`src/rtl/bls_pkg.sv`:
```
package bls_pkg;

  typedef enum logic [1:0] {
    ST_IDLE  = 2'd0,
    ST_FIRST = 2'd1,
    ST_SECOND = 2'd2
  } bls_state_t;

  typedef struct packed {
    logic even_n;
    logic odd_n;
    logic split;
  } lane_sel_t;

endpackage

```
`src/rtl/bls_lane_plan.sv`:
```
module bls_lane_plan #(
  parameter int LANE_W = 8
) (
  input  logic                  a0,
  input  logic                  word,
  input  logic [2*LANE_W-1:0]   wdata,
  output bls_pkg::lane_sel_t    sel,
  output logic [2*LANE_W-1:0]   wdata_first,
  output logic [2*LANE_W-1:0]   wdata_second
);
  localparam int DW = 2 * LANE_W;

  logic [LANE_W-1:0] low_byte;
  logic [LANE_W-1:0] high_byte;

  assign low_byte  = wdata[LANE_W-1:0];
  assign high_byte = wdata[DW-1:LANE_W];

  always_comb begin
    sel          = '{even_n: 1'b1, odd_n: 1'b1, split: 1'b0};
    wdata_first  = '0;
    wdata_second = '0;
    case ({word, a0})
      2'b00: begin
        sel.even_n = 1'b0;
        wdata_first[LANE_W-1:0] = low_byte;
      end
      2'b01: begin
        sel.odd_n = 1'b0;
        wdata_first[DW-1:LANE_W] = low_byte;
      end
      2'b10: begin
        sel.even_n  = 1'b0;
        sel.odd_n   = 1'b0;
        wdata_first = wdata;
      end
      default: begin
        sel.odd_n = 1'b0;
        sel.split = 1'b1;
        wdata_first[DW-1:LANE_W]   = low_byte;
        wdata_second[LANE_W-1:0]   = high_byte;
      end
    endcase
  end
endmodule

```
`src/rtl/bls_merge.sv`:
```
module bls_merge #(
  parameter int LANE_W = 8
) (
  input  logic                 a0,
  input  logic                 word,
  input  logic                 split,
  input  logic [LANE_W-1:0]    first_byte,
  input  logic [2*LANE_W-1:0]  rdata,
  output logic [2*LANE_W-1:0]  result
);
  localparam int DW = 2 * LANE_W;

  logic [LANE_W-1:0] even_lane;
  logic [LANE_W-1:0] odd_lane;

  assign even_lane = rdata[LANE_W-1:0];
  assign odd_lane  = rdata[DW-1:LANE_W];

  always_comb begin
    if (split) begin
      result = {even_lane, first_byte};
    end else if (word) begin
      result = rdata;
    end else if (a0) begin
      result = {{LANE_W{1'b0}}, odd_lane};
    end else begin
      result = {{LANE_W{1'b0}}, even_lane};
    end
  end
endmodule

```
`src/rtl/byte_lane_splitter.sv`:
```
module byte_lane_splitter #(
  parameter int ADDR_W = 20,
  parameter int LANE_W = 8
) (
  input  logic                 clk,
  input  logic                 rst,
  input  logic                 req_valid,
  output logic                 req_ready,
  input  logic [ADDR_W-1:0]    req_addr,
  input  logic                 req_word,
  input  logic                 req_write,
  input  logic [2*LANE_W-1:0]  req_wdata,
  output logic                 rsp_valid,
  output logic [2*LANE_W-1:0]  rsp_rdata,
  output logic                 bank_cyc,
  output logic [ADDR_W-2:0]    bank_addr,
  output logic                 bank_even_n,
  output logic                 bank_odd_n,
  output logic                 bank_we,
  output logic [2*LANE_W-1:0]  bank_wdata,
  input  logic [2*LANE_W-1:0]  bank_rdata
);
  import bls_pkg::*;

  localparam int DW   = 2 * LANE_W;
  localparam int BA_W = ADDR_W - 1;

  bls_state_t        state;
  lane_sel_t         sel;
  logic [DW-1:0]     wd_first;
  logic [DW-1:0]     wd_second;
  logic [DW-1:0]     wd_second_q;
  logic              split_q;
  logic              word_q;
  logic              a0_q;
  logic [LANE_W-1:0] first_byte_q;
  logic [DW-1:0]     merged;
  logic [BA_W-1:0]   next_row;

  bls_lane_plan #(.LANE_W(LANE_W)) u_plan (
    .a0          (req_addr[0]),
    .word        (req_word),
    .wdata       (req_wdata),
    .sel         (sel),
    .wdata_first (wd_first),
    .wdata_second(wd_second)
  );

  bls_merge #(.LANE_W(LANE_W)) u_merge (
    .a0        (a0_q),
    .word      (word_q),
    .split     (split_q),
    .first_byte(first_byte_q),
    .rdata     (bank_rdata),
    .result    (merged)
  );

  assign next_row = bank_addr + BA_W'(1);

  always_ff @(posedge clk) begin
    if (rst) begin
      state        <= ST_IDLE;
      req_ready    <= 1'b1;
      rsp_valid    <= 1'b0;
      rsp_rdata    <= '0;
      bank_cyc     <= 1'b0;
      bank_addr    <= '0;
      bank_even_n  <= 1'b1;
      bank_odd_n   <= 1'b1;
      bank_we      <= 1'b0;
      bank_wdata   <= '0;
      wd_second_q  <= '0;
      split_q      <= 1'b0;
      word_q       <= 1'b0;
      a0_q         <= 1'b0;
      first_byte_q <= '0;
    end else begin
      rsp_valid <= 1'b0;
      case (state)
        ST_IDLE: begin
          if (req_valid) begin
            req_ready   <= 1'b0;
            bank_cyc    <= 1'b1;
            bank_addr   <= req_addr[ADDR_W-1:1];
            bank_even_n <= sel.even_n;
            bank_odd_n  <= sel.odd_n;
            bank_we     <= req_write;
            bank_wdata  <= wd_first;
            wd_second_q <= wd_second;
            split_q     <= sel.split;
            word_q      <= req_word;
            a0_q        <= req_addr[0];
            state       <= ST_FIRST;
          end
        end
        ST_FIRST: begin
          if (split_q) begin
            first_byte_q <= bank_rdata[DW-1:LANE_W];
            bank_addr    <= next_row;
            bank_even_n  <= 1'b0;
            bank_odd_n   <= 1'b1;
            bank_wdata   <= wd_second_q;
            state        <= ST_SECOND;
          end else begin
            bank_cyc    <= 1'b0;
            bank_even_n <= 1'b1;
            bank_odd_n  <= 1'b1;
            req_ready   <= 1'b1;
            rsp_valid   <= 1'b1;
            rsp_rdata   <= bank_we ? '0 : merged;
            state       <= ST_IDLE;
          end
        end
        ST_SECOND: begin
          bank_cyc    <= 1'b0;
          bank_even_n <= 1'b1;
          bank_odd_n  <= 1'b1;
          req_ready   <= 1'b1;
          rsp_valid   <= 1'b1;
          rsp_rdata   <= bank_we ? '0 : merged;
          state       <= ST_IDLE;
        end
        default: state <= ST_IDLE;
      endcase
    end
  end
endmodule

```
`config.mk`:
```
export PLATFORM = sky130hd
export DESIGN_NAME = byte_lane_splitter
export DESIGN_NICKNAME = d
export VERILOG_FILES = /design/src/rtl/bls_pkg.sv /design/src/rtl/bls_lane_plan.sv /design/src/rtl/bls_merge.sv /design/src/rtl/byte_lane_splitter.sv
export SDC_FILE = /design/constraint.sdc
export NUM_CORES = 1
export LEC_CHECK = 0
export BUFFER_PORTS_ARGS = -buffer_cell sky130_fd_sc_hd__buf_2
export CORE_ASPECT_RATIO = 1.4
export CORE_MARGIN = 3
export CORE_UTILIZATION = 50
export CTS_CLUSTER_DIAMETER = 100
export DETAILED_ROUTE_END_ITERATION = 10
export GPL_ROUTABILITY_DRIVEN = 0
export GPL_TIMING_DRIVEN = 0
export PLACE_DENSITY = 0.86
export SYNTH_ARGS = -nofsm -noshare
export SYNTH_HDL_FRONTEND = slang
export SYNTH_SLANG_ARGS = --single-unit
```
`constraint.sdc`:
```
create_clock -name clk -period 3.77 [get_ports clk]
set_clock_uncertainty 0.15 [all_clocks]
set_input_delay 0.377 -clock clk [delete_from_list [all_inputs] [get_ports clk]]
set_output_delay 0.377 -clock clk [all_outputs]
set_load 0.02 [all_outputs]
```
Word level (Yosys, flattened, before mapping)
Index checks and enable logic that the tools add are counted.
{ "op_classes": {"shift": 0, "n_lt_le_gt_ge": 0, "n_div": 0, "addsub": 1, "multipliers": 0, "muxes": 33, "bitwise": 0, "n_reduce_logical": 16, "eq_ne": 7} }
{ "op_table": {"columns": ["op", "count"], "rows": [
  ["16-bit 2-to-1 mux", 6],
  ["16-bit case mux with 2 select lines", 2],
  ["19-bit 2-to-1 mux", 2],
  ["19-bit case mux with 2 select lines", 1],
  ["8-bit 2-to-1 mux", 3],
  ["19-bit by 1-bit adder with 19-bit output, second input constant", 1],
  ["8-bit case mux with 2 select lines", 1],
  ["1-bit 2-to-1 mux", 10],
  ["2-bit AND reduction", 5],
  ["1-bit case mux with 3 select lines", 3],
  ["2-bit != test, second input constant", 3],
  ["3-bit AND reduction", 2],
  ["2-bit nonzero test", 3],
  ["2-bit by 1-bit == test with 1-bit output, second input constant", 2],
  ["2-bit == test, second input constant", 2],
  ["2-bit zero test", 2],
  ["2-bit 2-to-1 mux", 2],
  ["1-bit case mux with 2 select lines", 2],
  ["2-bit case mux with 2 select lines", 1],
  ["2-bit OR reduction", 2],
  ["3-bit nonzero test", 1],
  ["3-bit OR reduction", 1]
]} }
{ "totals": {"latchBits": 0, "elab_cells": 72, "mem_count": 0, "out_inout_bits": 57, "mem_bits_rw": 0, "register_bits": 78, "input_bits": 57, "mem_bits_ro": 0} }

Depth between registers and ports, before layout
{ "depth": {"ltp_word": 6, "mapped_depth": 9, "ltp_nobuf": 6} }

By module
Synthesis repeated with hierarchy kept, for this count alone.
{ "hier_totals": {"hier_cells": 567, "area_unflattened_um2": 4620.7} }
{ "modules_own_cells": {"columns": ["mod", "area_per_inst_um2", "cells_each", "n_inst"], "rows": [
  ["byte_lane_splitter", 3926.3, 475, 1],
  ["bls_merge", 382.9, 50, 1],
  ["bls_lane_plan", 311.5, 42, 1]
]} }

Worst setup path before layout
OpenSTA, ideal clock, no wires.
{ "synth_path": {"path_type": "reg-to-reg", "from": "register state[0]", "to": "register bank_addr[15]", "stages_incl_launch_ff": 9, "arrival_time_ns": 1.913, "setup_time_ns": 0.073, "setup_slack_ns": 1.634, "synth_period_minus_slack_ns": 2.136, "path_buffers": 2, "t_required_ns": 3.547, "path_cell_list": "dfxtp_1 inv_1 ha_1 nor2b_1 buf_2 or3_1 buf_4 or4_4 o211ai_2"} }
{ "synth_via": {"elab_chain_len": 3} }
{ "synth_lines": {"columns": ["element", "line_no", "source"], "rows": [
  ["from (decl)", "byte_lane_splitter.sv:28", "bls_state_t state;"],
  ["from (signal assigned)", "byte_lane_splitter.sv:62", "state <= ST_IDLE;"],
  ["from (signal assigned)", "byte_lane_splitter.sv:93", "state <= ST_FIRST;"],
  ["from (signal assigned)", "byte_lane_splitter.sv:103", "state <= ST_SECOND;"],
  ["2-bit by 1-bit == test with 1-bit output / 2-bit zero test (equally long branches)", "byte_lane_splitter.sv:79", "case (state)"],
  ["2-bit != test (no source line) / 2-bit nonzero test (equally long branches)", null, null],
  ["3-bit AND reduction (no source line)", null, null],
  ["to (signal assigned)", "byte_lane_splitter.sv:84", "bank_addr <= req_addr[ADDR_W-1:1];"],
  ["to (signal assigned)", "byte_lane_splitter.sv:99", "bank_addr <= next_row;"],
  ["to (decl)", "byte_lane_splitter.sv:16", "output logic [ADDR_W-2:0] bank_addr,"]
]} }
Parallel ways exist; a longest one is shown, timed or not.
A chain may end at the register's enable or synchronous reset.

Worst setup path after layout
{ "layout_path": {"from": "register state[1]", "to": "register bank_addr[7]"} }
Same word-level chain as after synthesis.

==> results.sh <==
export IMPL_worst_skew_pair_late_latency_ps=370
export IMPL_die_h_um=110
export IMPL_critPathMaxFanout=10
export IMPL_highest_layer="met4"
export IMPL_setup_viol=0
export IMPL_max_freq_mhz=372
export IMPL_drt_drc_violations_left=0
export IMPL_placement_cell_area_um2=4520
export IMPL_met2_wirelength_um=5660
export IMPL_firstDrtPassIters=5
export IMPL_synth_top_flop_cell="sky130_fd_sc_hd__dfxtp_1"
export IMPL_swShare_pct=35.2
export IMPL_worstPathRequired_ps=3920
export IMPL_antenna_cells_inserted=0
export IMPL_setup_reg_to_reg_worst_slack_ps=1080
export IMPL_synth_area_leaders="sky130_fd_sc_hd__dfxtp_1 41%, sky130_fd_sc_hd__a21oi_1 6.0%, sky130_fd_sc_hd__nand2_1 5.1%, sky130_fd_sc_hd__nor2_1 3.9%, sky130_fd_sc_hd__a22o_1 3.4%"
export IMPL_place_port_buffers=111
export IMPL_io_pins=114
export IMPL_synthesis_instances=473
export IMPL_post_drt_via_cell_ratio=5.94
export IMPL_drt_iter0_markers=482
export IMPL_worst_ep_arrival_time_ps=2830
export IMPL_first_global_vias=3837
export IMPL_crit_path_launch="state[1]"
export IMPL_power_density_nw_per_um2=438
export IMPL_synth_edff_count=0
export IMPL_r2r_start="state[1]"
export IMPL_design_die_area_um2=8800
export IMPL_post_drt_wl_per_cell_um=16.4
export IMPL_syn_mean_instance_area_um2=8.13
export IMPL_post_cts_resize_count=0
export IMPL_cellLeakagePower_nw=1.91
export IMPL_area_delta_synth_final_pct=22.4
export IMPL_effective_utilization_at_floorplan_pct=51.9
export IMPL_final_max_slew_viol_count=0
export IMPL_power_net_switching_mw=0.725
export IMPL_ir_drop_worst_vdd_v=0.000219
export IMPL_groute_usage_overall_pct=26.4
export IMPL_number_of_buffers_inserted_during_clock_tree_synthesis=9
export IMPL_routed_via_count=4143
export IMPL_finalNonFillerCells=697
export IMPL_routedLengthMet1_um=4490
export IMPL_dp_final_hpwl_um=8490
export IMPL_clk_root_buffer_cell="sky130_fd_sc_hd__clkbuf_8"
export IMPL_pin_count_of_the_biggest_net_entering_global_routing=15
export IMPL_finalInstanceArea_um2=4710
export IMPL_cts_hold_repair_buffers=0
export IMPL_timing_critical_path_to_type="register"
export IMPL_seq_area_frac_synth_pct=40.6
export IMPL_worstSetupStartpointType="register"
export IMPL_cts_htree_levels=3
export IMPL_core_um2=7410
export IMPL_r2r_end="bank_addr[7]"
export IMPL_maxSlewHeadroom_pct=51.6
export IMPL_routed_wire_length_um=11400
export IMPL_overflow_left_after_global_routing=0
export IMPL_synth_area_leader_cell="sky130_fd_sc_hd__dfxtp_1"
export IMPL_fp_dieW_um=80.1
export IMPL_worstHoldPathType="primary input to register"
export IMPL_tritoncts="done"
export IMPL_grt_pass1_wl_um=18200
export IMPL_ys_ff_latch=78
export IMPL_cap_viol_max_count=0
export IMPL_synth_async_sr_flop_share_pct=0
export IMPL_run_status="finished, final reports clean"
export IMPL_layout_nets=658
export IMPL_route_met3_wl_um=922
export IMPL_initial_antenna_violation_count=0
export IMPL_post_synth_top_area_fraction_pct=40.6
export IMPL_fin_tns_setup_ps=0
export IMPL_synth_net_count=536
export IMPL_synth_yosys_warnings=0
export IMPL_hold_path_depth=3
export IMPL_cts_reportedPaths_clkPinSlew_ps=90
export IMPL_power_internal_mw=1.33
export IMPL_timing_final_crit_period_ps=2690
export IMPL_worstSetupPathType="register to register"
export IMPL_pwr_share_clk_pct=28.8
export IMPL_logic_gate_share_of_total_power_pct=25.1
export IMPL_floorplan_rows=37
export IMPL_syn_cell_area_um2=3850
export IMPL_cts_sinks=78
export IMPL_rsz0062_at_grt="no"
export IMPL_clock_tree_buffer_depth=2
export IMPL_numPlacedInstances=681
export IMPL_final_layout_size_suffix_gt1_share_pct=25.2
export IMPL_timing_final_hold_violations=0
export IMPL_remaining_antenna_violation_count=0
export IMPL_post_cts_setup_buffers=0
export IMPL_reg2reg_depth=8
export IMPL_endpoint_with_the_worst_hold_slack="first_byte_q[2]"
export IMPL_hp_start="bank_rdata[10]"
export IMPL_seq_power_share_pct=46.0
export IMPL_worst_slew_pin_tran_ps=721
export IMPL_period_share_pct=71.3
export IMPL_netlist_cell_type_count=51
[logic make-up (layout without fill, tap and decap cells)]
logic type	Yosys count	count (layout)	synth area share, %
AOI/OAI and AO/OA	145	145	25.1
adders and majority gates	6	6	1.95
muxes	10	10	2.86
DFF	78	78	40.6
and+or+nand+nor	184	184	23.9
buffers and inverters	50	177	5.53
[flip-flops by register name, summed over array words and instances (netlist names), 2 cells and up]
register,flops
bank_addr,19
bank_wdata,16
first_byte_q,8
rsp_rdata,16
state,2
wd_second_q,8
[cell usage in the layout, fill, tap and decap left out, drive strengths merged, types with 4 or more instances in the layout]
| cell | instances |
|---|---|
| ha | 6 |
| nor3 | 19 |
| inv | 12 |
| a221oi | 9 |
| o211ai | 11 |
| nand3 | 20 |
| nor4 | 5 |
| nor2 | 40 |
| nand2 | 52 |
| o21ai | 20 |
| mux2 | 8 |
| clkbuf | 39 |
| nand4 | 5 |
| nand2b | 12 |
| and4 | 4 |
| buf | 121 |
| a31oi | 5 |
| dfxtp | 78 |
| nor2b | 12 |
| o32ai | 4 |
| a22oi | 17 |
| a21oi | 46 |
| a22o | 15 |
[critical path, cell delays in order, from the launching register on]
cell and delay, ps:
sky130_fd_sc_hd__dfxtp_1 350, sky130_fd_sc_hd__inv_1 110, sky130_fd_sc_hd__ha_1 170, sky130_fd_sc_hd__clkbuf_1 370, sky130_fd_sc_hd__nor2_1 110, sky130_fd_sc_hd__nor3_1 580
sky130_fd_sc_hd__clkbuf_1 430, sky130_fd_sc_hd__o21ai_0 180, sky130_fd_sc_hd__a21oi_1 150
[synth_stat cells (6+ instances only)]
library cell                n
sky130_fd_sc_hd__nor3_1    19
sky130_fd_sc_hd__nor2b_1   12
sky130_fd_sc_hd__ha_1       6
sky130_fd_sc_hd__a22o_1    15
sky130_fd_sc_hd__inv_1     10
sky130_fd_sc_hd__nand2b_1  12
sky130_fd_sc_hd__mux2_2     7
sky130_fd_sc_hd__o21ai_0   11
sky130_fd_sc_hd__nand3_1   20
sky130_fd_sc_hd__dfxtp_1   78
sky130_fd_sc_hd__a221oi_1   9
sky130_fd_sc_hd__a21oi_1   46
sky130_fd_sc_hd__o21ai_1    9
sky130_fd_sc_hd__clkbuf_1  29
sky130_fd_sc_hd__nand2_1   52
sky130_fd_sc_hd__o211ai_1  10
sky130_fd_sc_hd__nor2_1    40
sky130_fd_sc_hd__a22oi_1   17
[through the flow]
step                      total power [mW]  hold slack (ps)  worst slack (ps)  utilization (%)
after CTS                             2.06             96.4              1150             63.6
after global placement                1.46              288              1250             61.1
after global routing                  2.16             99.7               811             63.6
final                                 2.06              104              1080             63.6
after detailed placement              1.48              294              1180             61.1
after floorplan                       1.29              281              1630                -
[layer usage]
metal | vias up | GRT usage (%)
li1 | 1969 | -
met1 | 1926 | 30.9
met3 | 36 | 6.15
met4 | 0 | 13.9
met5 | - | 0
met2 | 212 | 44.5
[layout make-up]
| type | count | area (µm²) |
|---|---|---|
| inverter | 11 | 41.3 |
| timing repair buffer | 111 | 556 |
| fill | 664 | 2700 |
| sequential | 78 | 1560 |
| clock buffer | 10 | 138 |
| buffer | 39 | 171 |
| tap | 97 | 121 |
| multi-input combinational | 345 | 2070 |
| clock inverter | 6 | 46.3 |
[power by group through the flow]
stage	clock, mW	combinational (mW)	sequential [mW]
global placement	0	0.501	0.960
CTS	0.596	0.515	0.946
global route	0.634	0.566	0.957
detailed placement	0	0.513	0.965
finish	0.594	0.518	0.948
floorplan	0	0.268	1.03
[worst max path at each step]
stage / endpoint / slack (ps) / depth (start not counted)
CTS: bank_addr[7] / 1150 / 8
floorplan: bank_addr[15] / 1630 / 8
detailed placement: bank_addr[7] / 1180 / 8
finish: bank_addr[7] / 1080 / 8
global placement: bank_addr[9] / 1250 / 8
global route: bank_addr[9] / 810 / 8
Power figures use the tool's default switching activity.
